<file path="config.mk">
export PLATFORM = sky130hd
export DESIGN_NAME = txd_ring_seq
export DESIGN_NICKNAME = d
export VERILOG_FILES = /design/src/rtl/txd_pkg.sv /design/src/rtl/txd_desc_latch.sv /design/src/rtl/txd_addr_unit.sv /design/src/rtl/txd_ring_seq.sv
export SDC_FILE = /design/constraint.sdc
export NUM_CORES = 1
export LEC_CHECK = 0
export CAP_MARGIN = 0
export CORE_ASPECT_RATIO = 2
export CORE_UTILIZATION = 41
export CTS_CLUSTER_DIAMETER = 60
export CTS_CLUSTER_SIZE = 20
export DETAILED_ROUTE_END_ITERATION = 7
export GPL_TIMING_DRIVEN = 1
export HOLD_SLACK_MARGIN = 0.08
export PLACE_DENSITY = 0.82
export SYNTH_ARGS = -nofsm -noshare
export SYNTH_HDL_FRONTEND = slang
export SYNTH_SLANG_ARGS = --single-unit
</file>
<file path="constraint.sdc">
create_clock -name clk -period 2.3 [get_ports clk]
set_input_delay 0.69 -clock clk [delete_from_list [all_inputs] [get_ports clk]]
set_output_delay 0.69 -clock clk [all_outputs]
set_load 0.02 [all_outputs]
</file>
<file path="src/rtl/txd_pkg.sv">
package txd_pkg;
  localparam int DW     = 32;
  localparam int LEN_W  = 11;
  localparam int COLL_W = 4;
  localparam int DESC_BYTES = 16;

  typedef enum logic [2:0] {
    ST_STOP  = 3'b000,
    ST_FETCH = 3'b001,
    ST_WAIT  = 3'b010,
    ST_READ  = 3'b011,
    ST_SUSP  = 3'b110,
    ST_CLOSE = 3'b111
  } txd_state_e;

  typedef struct packed {
    logic             ioc;
    logic             last;
    logic             first;
    logic             eor;
    logic             chain;
    logic [LEN_W-1:0] len2;
    logic [LEN_W-1:0] len1;
  } txd_ctrl_t;

  function automatic logic [DW-1:0] word_align(input logic [DW-1:0] a);
    return a & ~DW'(3);
  endfunction

  function automatic logic [DW-1:0] next_desc_addr(
      input logic [DW-1:0] cur, input logic [DW-1:0] base_al,
      input logic eor, input logic chain, input logic [DW-1:0] ptr);
    if (eor)        return base_al;
    else if (chain) return word_align(ptr);
    else            return cur + DW'(DESC_BYTES);
  endfunction

  function automatic logic [DW-1:0] pack_status(
      input logic err, input logic [COLL_W-1:0] coll);
    logic [DW-1:0] w;
    w = '0;
    w[15] = err;
    w[3 +: COLL_W] = coll;
    return w;
  endfunction

  function automatic logic [LEN_W-1:0] eff_len2(input txd_ctrl_t c);
    return c.chain ? '0 : c.len2;
  endfunction
endpackage

</file>
<file path="src/rtl/txd_desc_latch.sv">
module txd_desc_latch
  import txd_pkg::*;
#(
  parameter int AW = txd_pkg::DW
) (
  input  logic          clk,
  input  logic          rst_n,
  input  logic          load,
  input  logic [1:0]    idx,
  input  logic [AW-1:0] word,
  output txd_ctrl_t     ctrl,
  output logic [AW-1:0] buf1_ptr,
  output logic [AW-1:0] buf2_ptr
);
  logic [AW-1:0] ptr_q [2:3];

  always_ff @(posedge clk) begin
    if (!rst_n) begin
      ctrl <= '0;
    end else if (load && idx == 2'd1) begin
      ctrl.ioc   <= word[31];
      ctrl.last  <= word[30];
      ctrl.first <= word[29];
      ctrl.eor   <= word[25];
      ctrl.chain <= word[24];
      ctrl.len2  <= word[11 +: LEN_W];
      ctrl.len1  <= word[0 +: LEN_W];
    end
  end

  for (genvar g = 2; g <= 3; g++) begin : g_ptr
    always_ff @(posedge clk) begin
      if (!rst_n)                          ptr_q[g] <= '0;
      else if (load && idx == 2'(g))       ptr_q[g] <= word;
    end
  end

  assign buf1_ptr = ptr_q[2];
  assign buf2_ptr = ptr_q[3];
endmodule

</file>
<file path="src/rtl/txd_addr_unit.sv">
module txd_addr_unit
  import txd_pkg::*;
#(
  parameter int AW = txd_pkg::DW
) (
  input  logic          clk,
  input  logic          rst_n,
  input  logic          load_base,
  input  logic          advance,
  input  logic [AW-1:0] base,
  input  logic          eor,
  input  logic          chain,
  input  logic [AW-1:0] chain_ptr,
  output logic [AW-1:0] cur
);
  logic [AW-1:0] base_al;
  assign base_al = word_align(base);

  always_ff @(posedge clk) begin
    if (!rst_n)         cur <= '0;
    else if (load_base) cur <= base_al;
    else if (advance)   cur <= next_desc_addr(cur, base_al, eor, chain, chain_ptr);
  end
endmodule

</file>
<file path="src/rtl/txd_ring_seq.sv">
module txd_ring_seq
  import txd_pkg::*;
#(
  parameter int AW = txd_pkg::DW
) (
  input  logic              clk,
  input  logic              rst_n,
  input  logic              run_en,
  input  logic              poll_req,
  input  logic [AW-1:0]     ring_base,
  output logic              rd_req,
  output logic [AW-1:0]     rd_addr,
  input  logic              rd_ack,
  input  logic [AW-1:0]     rd_data,
  output logic              wr_req,
  output logic [AW-1:0]     wr_addr,
  output logic [AW-1:0]     wr_data,
  input  logic              wr_ack,
  output logic              job_valid,
  input  logic              job_ready,
  output logic [AW-1:0]     job_buf1_addr,
  output logic [LEN_W-1:0]  job_buf1_len,
  output logic [AW-1:0]     job_buf2_addr,
  output logic [LEN_W-1:0]  job_buf2_len,
  output logic              job_first,
  output logic              job_last,
  input  logic              job_done,
  input  logic              job_err,
  input  logic [COLL_W-1:0] job_coll,
  output logic [2:0]        proc_state,
  output logic              irq_done,
  output logic              irq_unavail,
  output logic              irq_stopped
);
  txd_state_e        st;
  logic [1:0]        widx;
  logic              err_q;
  logic [COLL_W-1:0] coll_q;
  txd_ctrl_t         ctrl;
  logic [AW-1:0]     cur;

  // named internal events
  logic ev_start, ev_word, ev_unowned, ev_close, ev_stop_close, ev_stop_susp;
  assign ev_start      = (st == ST_STOP) && run_en;
  assign ev_word       = (st == ST_FETCH) && rd_ack;
  assign ev_unowned    = ev_word && (widx == 2'd0) && !rd_data[31];
  assign ev_close      = (st == ST_CLOSE) && wr_ack;
  assign ev_stop_close = ev_close && !run_en;
  assign ev_stop_susp  = (st == ST_SUSP) && !run_en;

  txd_desc_latch #(.AW(AW)) u_latch (
    .clk(clk), .rst_n(rst_n), .load(ev_word), .idx(widx), .word(rd_data),
    .ctrl(ctrl), .buf1_ptr(job_buf1_addr), .buf2_ptr(job_buf2_addr)
  );

  txd_addr_unit #(.AW(AW)) u_addr (
    .clk(clk), .rst_n(rst_n), .load_base(ev_start), .advance(ev_close),
    .base(ring_base), .eor(ctrl.eor), .chain(ctrl.chain),
    .chain_ptr(job_buf2_addr), .cur(cur)
  );

  always_ff @(posedge clk) begin
    if (!rst_n) begin
      st          <= ST_STOP;
      widx        <= '0;
      err_q       <= 1'b0;
      coll_q      <= '0;
      irq_done    <= 1'b0;
      irq_unavail <= 1'b0;
      irq_stopped <= 1'b0;
    end else begin
      irq_done    <= 1'b0;
      irq_unavail <= 1'b0;
      irq_stopped <= 1'b0;
      unique case (st)
        ST_STOP: if (run_en) begin
          st   <= ST_FETCH;
          widx <= '0;
        end
        ST_FETCH: if (rd_ack) begin
          if (ev_unowned) begin
            st          <= ST_SUSP;
            irq_unavail <= 1'b1;
          end else begin
            widx <= widx + 2'd1;
            if (widx == 2'd3) st <= ST_WAIT;
          end
        end
        ST_WAIT: if (job_ready) st <= ST_READ;
        ST_READ: if (job_done) begin
          st     <= ST_CLOSE;
          err_q  <= job_err;
          coll_q <= job_coll;
        end
        ST_CLOSE: if (wr_ack) begin
          irq_done <= ctrl.last && ctrl.ioc;
          widx     <= '0;
          if (run_en) st <= ST_FETCH;
          else begin
            st          <= ST_STOP;
            irq_stopped <= 1'b1;
          end
        end
        ST_SUSP: begin
          if (!run_en) begin
            st          <= ST_STOP;
            irq_stopped <= 1'b1;
          end else if (poll_req) begin
            st   <= ST_FETCH;
            widx <= '0;
          end
        end
        default: st <= ST_STOP;
      endcase
    end
  end

  assign rd_req       = (st == ST_FETCH);
  assign rd_addr      = cur + AW'({widx, 2'b00});
  assign wr_req       = (st == ST_CLOSE);
  assign wr_addr      = cur;
  assign wr_data      = pack_status(err_q, coll_q);
  assign job_valid    = (st == ST_WAIT);
  assign job_buf1_len = ctrl.len1;
  assign job_buf2_len = eff_len2(ctrl);
  assign job_first    = ctrl.first;
  assign job_last     = ctrl.last;
  assign proc_state   = st;
endmodule

</file>
==> results by group, run 1 <==
Route
  – Vias: between 7000 and 8000
  – Vias per std cell: between 5 and 6
  – Routed len/inst: 20.1 um
  – Starting DRT DRC Count: ~370
  – Final antenna-violating net count: 0
  – Drt first pass iters: 6
  – Remaining DRCs: 0
  – Total Wirelength: roughly 27000 um

STA
  – Final setup margin: -0.489 ns
  – Max Slew Vio Count: 0
  – RSZ-0062 raised after global routing: yes
  – Fmax: between 300 and 400 MHz
  – Final setup viols: 28
  – Layout Skew: 0.00698 ns
  – Worst Max-Slew Pin Slew: 0.849 ns
  – Max_slew headroom: 0.430
  – Final period util: 1.21
  – Minimum clock period: 2.79 ns
  – Endpoints failing hold: 0
  – Hold_ws: approximately 0.45 ns

Status
  – Failing checks: setup timing
  – Outcome: finished, violations left

Min path
  – Worst hold endpoint: u_latch.ctrl[17]$_SDFFE_PN0P_
  – Worst min-delay path class: register to register
  – Hold_sp: u_latch.ctrl[17]$_SDFFE_PN0P_
  – Hold Path Depth: 2

Critical path
  – CP endpoint kind: output pin
  – R2r endpoint: u_addr.cur[31]$_SDFFE_PN0P_
  – CP arrival: around 2.1 ns
  – Critical path fanouts, max: 3
  – Startpoint Class: register
  – Reg2Reg Depth: 10
  – Worst R2R Setup Slack: around 0.17 ns
  – Crit path kind: register to output pin
  – Worst endpoint required time: 1.61 ns
  – Reg2reg start: u_addr.cur[12]$_SDFFE_PN0P_

Clock tree
  – Clock Sinks: 136
  – CTS tree: yes
  – CTS root buf: clkbuf_16
  – Clock transition at path regs: 0.06 ns
  – Inserted Clock Buffers: 17
  – CTS max path bufs: 2
  – Clock insertion delay at the later pin of the skew report: 0.42 ns
  – H-tree Lvls: 4

Die
  – DIE WIDTH: just under 100 um
  – Die Area: around 18000 sq um
  – Rows: 68
  – Initial Util: 0.421
  – Core Area: 17300 sq um
  – I/O pin count: between 200 and 300
  – Die Height: approximately 190 um

Placement
  – Buffers on Ports: 240
  – DP Cell Count: 1283
  – Placer Congestion: approximately 0.94
  – Pre-CTS setup slack: -0.581 ns
  – HPWL after DPL: 20200 um
  – Post-place instance area: around 11000 sq um

Logic synthesis
  – Yosys cell types: between 60 and 70
  – Synth area leader: edfxtp_1
  – Synthesis Warnings: 0
  – Cells after synthesis: approximately 780
  – Synth area leaders: edfxtp_1 (26%), dfxtp_1 (20%), and2_1 (5.8%)
  – FF+latch count, synth: approximately 140
  – Synth Area per Inst: just over 9 sq um
  – Share of the synthesized area in the top cell type: 0.264
  – Post-synthesis cell area: between 7000 and 8000 sq um
  – Ys async rst share: 0
  – Number of flops mapped to enable cells by yosys: 64
  – Ys flop type: dfxtp_1
  – Sequential area share after synthesis: 0.463

Cells and area
  – Layout cell share with drive strength beyond 1: 0.271
  – Final Cell Area: around 12000 sq um
  – Area grow syn2layout: 61.3%
  – Most common cell after layout, fill and taps aside: clkdlybuf4s50_1
  – NumNets Final: about 1200
  – Fin cells: between 1000 and 1500
  – Antenna diodes: 0
  – Most frequent cells in the layout: clkdlybuf4s50_1 (185), buf_4 (148), nand2_1 (97)
  – Final Util: 0.679

Global routing
  – Grt met3 use: 0.0470
  – Vias in the first global route: 7214
  – Grt ovf: 0
  – All-Layer GR Usage: 0.293
  – Initial antenna violation count: 0
  – Met1 usage: 0.301
  – First-pass GRT wire length: 39400 um
  – Gr busiest metal: met2
  – Largest net degree at the start of global routing: 41
  – Met2 Usage GRT: 0.525

Power and ir drop
  – Pwr/cell area: 726 nW/um^2
  – P_leak: approximately 4.9 nW
  – Max VDD drop: about 0.65 mV

Job
  – Max-Cap Viols: 0
cell usage after synthesis, drive strengths merged (4+ instances only):
cell	n
nor4b	4
and2	67
buf	71
or3	4
ha	7
xnor2	27
nor2	45
a22oi	15
a221oi	5
mux2i	10
a21o	4
and3	10
nand4	18
o221ai	5
o21ai	25
o31a	4
nor3	12
clkbuf	30
nor2b	15
edfxtp	64
nor4	10
nand2	108
a21oi	45
and4	5
nand2b	7
a32o	4
o22ai	12
nand3	14
xor2	17
a31o	4
inv	7
dfxtp	72
cell type report:
type | count | area, sq um
inverters | 9 | 33.8
well taps | 210 | 263
repair buffers | 390 | 3640
clock buffers | 22 | 444
multi-input cells | 563 | 3830
clock inverters | 10 | 80.1
flip-flops and latches | 136 | 3440
fillers | 1303 | 5550
registers in the layout, indices dropped and copies added, names as in the netlist:
name	flops
proc_state	3
u_addr.cur	32
irq_unavail	1
irq_done	1
widx	2
err_q	1
irq_stopped	1
u_latch.ctrl	27
u_latch.ptr_q	64
coll_q	4
worst max path at each step:
| stage | start | end | cells past startpoint |
|---|---|---|---|
| CTS | u_addr.cur[3]$_SDFFE_PN0P_ | rd_addr[19] | 8 |
| floorplan | u_addr.cur[25]$_SDFFE_PN0P_ | rd_addr[31] | 5 |
| global placement | u_addr.cur[5]$_SDFFE_PN0P_ | rd_addr[24] | 7 |
| global route | u_addr.cur[3]$_SDFFE_PN0P_ | rd_addr[23] | 9 |
| finish | u_addr.cur[5]$_SDFFE_PN0P_ | rd_addr[24] | 7 |
| detailed placement | u_addr.cur[5]$_SDFFE_PN0P_ | rd_addr[24] | 7 |
per-stage QoR:
stage | setup TNS (ns) | total power [mW]
final | -8.61 | 8.50
after detailed placement | -17.43 | 5.96
after global routing | -10.61 | 8.82
after CTS | -8.85 | 8.42
after global placement | -16.12 | 5.91
after floorplan | -0.454 | 4.57
cell families (layout without fill, tap and decap cells):
family / Yosys count / in the layout / synth area share
XOR/XNOR: 44 / 44 / 0.0530
AO/OA/AOI/OAI: 145 / 145 / 0.131
AND/OR/NAND/NOR: 326 / 326 / 0.236
other: 1 / 27 / 0.000516
flip-flops: 136 / 136 / 0.463
multiplexers: 13 / 13 / 0.0184
buffers and inverters: 110 / 431 / 0.0833
adder cells (fa/ha/maj): 8 / 8 / 0.0148
what timing repair did:
item                       4_1_cts  5_1_grt
hold buffers                     0        0
gates resized for setup        222       29
pin swaps                       29       28
setup endpoints to repair       48       33
buffers inserted                15       10
power by group:
| group | switching (mW) | internal (mW) |
|---|---|---|
| Clock | 0.998 | 1.47 |
| Combinational | 1.65 | 1.45 |
| Sequential | 0.178 | 2.75 |
metal layers:
| layer | share of wire | wire length (um) |
|---|---|---|
| met2 | 0.54 | 14500 |
| met4 | 0.071 | 1910 |
| met3 | 0.058 | 1570 |
| met1 | 0.33 | 8930 |
| met5 | 0 | 0 |
critical path, cell delays in order (launching register included):
cell	delay, ns
dfxtp_4	0.36
ha_4	0.14
nand4_4	0.11
or4_4	0.60
nor2_4	0.13
nand2_4	0.07
xnor2_4	0.13
buf_6	0.13
No activity file was read; power rests on OpenSTA's default activity.
==> run 2, diff against run 1 <==
--- a/config.mk
+++ b/config.mk
@@ -13,6 +13,7 @@
 export DETAILED_ROUTE_END_ITERATION = 7
 export GPL_TIMING_DRIVEN = 1
 export HOLD_SLACK_MARGIN = 0.08
+export MAX_ROUTING_LAYER = met4
 export PLACE_DENSITY = 0.82
 export SYNTH_ARGS = -nofsm -noshare
 export SYNTH_HDL_FRONTEND = slang
==> run 2 against run 1 <==
- sequential power about the same
- non-clock buffer count increased by 2
- final area increased by 1.7%
- combinational power about the same
- sequential share of layout area decreased by 0.51 points
- maximum frequency about the same
- flip-flop and latch count unchanged
- clock skew increased by 0.0011 ns
- routed wire length increased by 1.3%
- the run still ends with setup timing left
- count of clock-buffer cells in the layout decreased by 4
==> results by group, run 2 (synthesis results as in run 1) <==
Placement
  – Pre-CTS setup slack: -0.580 ns (+0.00130 ns)
  – Buffers on Ports: 240 (unchanged)
  – HPWL after DPL: 20100 um (-0.37%)
  – Post-place instance area: 10800 sq um (+0.30%)
  – DP Cell Count: 1289 (+0.47%)
  – Placer Congestion: 0.963 (+2.2%)

Clock tree
  – CTS tree: yes
  – Clock insertion delay at the later pin of the skew report: 0.42 ns (about the same)
  – Clock Sinks: 136 (unchanged)
  – Inserted Clock Buffers: 17 (unchanged)
  – CTS max path bufs: 2 (unchanged)
  – Post-CTS Hold Buffers: 0 (unchanged)
  – CTS root buf: clkbuf_16
  – Clock transition at path regs: 0.06 ns (about the same)
  – H-tree Lvls: 4 (unchanged)

Critical path
  – CP endpoint kind: output pin
  – Startpoint Class: register
  – Critical path fanouts, max: 3 (unchanged)
  – Crit path kind: register to output pin
  – CP arrival: 2.10 ns (about the same)
  – Worst endpoint required time: 1.61 ns (about the same)

Global routing
  – Met2 Usage GRT: 0.530 (+0.00518)
  – Grt met3 use: 0.0463 (-0.000797)
  – Gr busiest metal: met2
  – Vias in the first global route: 7410 (+2.7%)
  – Largest net degree at the start of global routing: 33 (-20%)
  – Grt ovf: 0 (unchanged)
  – All-Layer GR Usage: 0.310 (+0.0165)
  – First-pass GRT wire length: 40200 um (+2.0%)
  – Met1 usage: 0.314 (+0.0129)
  – Initial antenna violation count: 0 (unchanged)

Die
  – Die Area: 18300 sq um (unchanged)
  – Rows: 68 (unchanged)
  – Initial Util: 0.421 (unchanged)
  – I/O pin count: 270 (unchanged)
  – Core Area: 17300 sq um (unchanged)
  – Die Height: 190 um (unchanged)
  – DIE WIDTH: 96.1 um (unchanged)

Power and ir drop
  – Pwr/cell area: 775 nW/um^2 (+6.8%)
  – P_leak: 5.05 nW (+2.3%)
  – Total power: 9.23 mW (+8.6%)
  – Max VDD drop: 0.699 mV (+8.4%)

STA
  – Max_slew headroom: 0.665 (+0.235)
  – Worst Max-Slew Pin Slew: 0.500 ns (-0.349 ns)
  – Final setup margin: -0.488 ns (+0.000796 ns)
  – Hold_ws: 0.452 ns (+0.00276 ns)
  – Fmax: 359 MHz (about the same)
  – Minimum clock period: 2.79 ns (-0.000796 ns)
  – Layout Skew: 0.00811 ns (+0.00113 ns)
  – RSZ-0062 raised after global routing: yes
  – Max Slew Vio Count: 0 (unchanged)
  – Endpoints failing hold: 0 (unchanged)
  – Final setup viols: 28 (unchanged)
  – Final period util: 1.21 (about the same)
  – Setup TNS: -9.47 ns (-0.856 ns)

Route
  – Final antenna-violating net count: 0 (unchanged)
  – Drt first pass iters: 6 (unchanged)
  – Routed len/inst: 20.3 um (+1.1%)
  – Total Wirelength: 27300 um (+1.3%)
  – Remaining DRCs: 0 (unchanged)
  – Vias: 7468 (+0.97%)
  – Starting DRT DRC Count: 463 (+26%)
  – Vias per std cell: 5.56 (+0.75%)

Cells and area
  – Fin cells: 1343 (+0.22%)
  – Area grow syn2layout: 64.0%
  – Storage element area: 3430 sq um (-0.11%)
  – Final Util: 0.690 (+0.0114)
  – Layout cell share with drive strength beyond 1: 0.279 (+0.00836)
  – Largest Register: u_latch.ptr_q
  – Biggest regs: u_latch.ptr_q (64), u_addr.cur (32), u_latch.ctrl (27)
  – # fillers: 1272 (-2.4%)
  – Max FFs per register: 64 (unchanged)
  – Final Cell Area: 11900 sq um (+1.7%)
  – Area of the multi-input gates: 3860 sq um (+0.85%)
  – Most common cell after layout, fill and taps aside: clkdlybuf4s50_1
  – NumNets Final: 1204 (+0.17%)
  – Most frequent cells in the layout: clkdlybuf4s50_1 (187), buf_4 (155), nand2_1 (96)

Min path
  – Worst min-delay path class: register to register

Status
  – Outcome: finished, violations left
  – Failing checks: setup timing

Job
  – Max-Cap Viols: 0 (unchanged)
-- run 2: what timing repair did --
action                     CTS  global route
resized for setup          205            44
pin swaps                   16            20
buffers inserted             8            13
setup endpoints to repair   47            38
-- run 2: cell type report --
type                            instances  area share
Antenna cell                            1    0.000210
Clock buffer                           18      0.0369
Clock inverter                         14      0.0211
Inverter                                9     0.00283
Multi-Input combinational cell        563       0.324
Sequential cell                       136       0.288
Tap cell                              210      0.0220
Timing Repair Buffer                  392       0.305
-- run 2: worst paths after layout --
check | start | end | slack (ns) | depth (start not counted)
setup / recovery | u_addr.cur[4]$_SDFFE_PN0P_ | rd_addr[24] | -0.49 | 7
hold / removal | u_latch.ctrl[17]$_SDFFE_PN0P_ | u_latch.ctrl[17]$_SDFFE_PN0P_ | 0.45 | 2
setup reg to reg | proc_state[1]$_SDFFE_PN0P_ | u_addr.cur[11]$_SDFFE_PN0P_ | 0.27 | 7
hold reg to reg | u_latch.ctrl[17]$_SDFFE_PN0P_ | u_latch.ctrl[17]$_SDFFE_PN0P_ | 0.45 | 2
-- run 2: routing by layer --
| metal | wire length (um) | up-vias |
|---|---|---|
| met5 | 0 | - |
| met4 | 2110 | 0 |
| met3 | 1620 | 128 |
| met2 | 14300 | 426 |
| met1 | 9210 | 3550 |
| li1 | - | 3364 |
-- run 2: power breakdown --
part	switching, mW	leakage, nW	total (mW)	internal [mW]
Clock	1.04	0.333	3.21	2.16
Combinational	1.66	3.46	3.10	1.45
Sequential	0.174	1.26	2.92	2.75
-- run 2: critical path, cell delays in order (launching register included) --
cell and delay (ns):
dfxtp_4 0.36, ha_4 0.15, nand4_4 0.10, or4_4 0.58, nor2_4 0.14, nand2_4 0.08
xnor2_4 0.13, buf_6 0.13
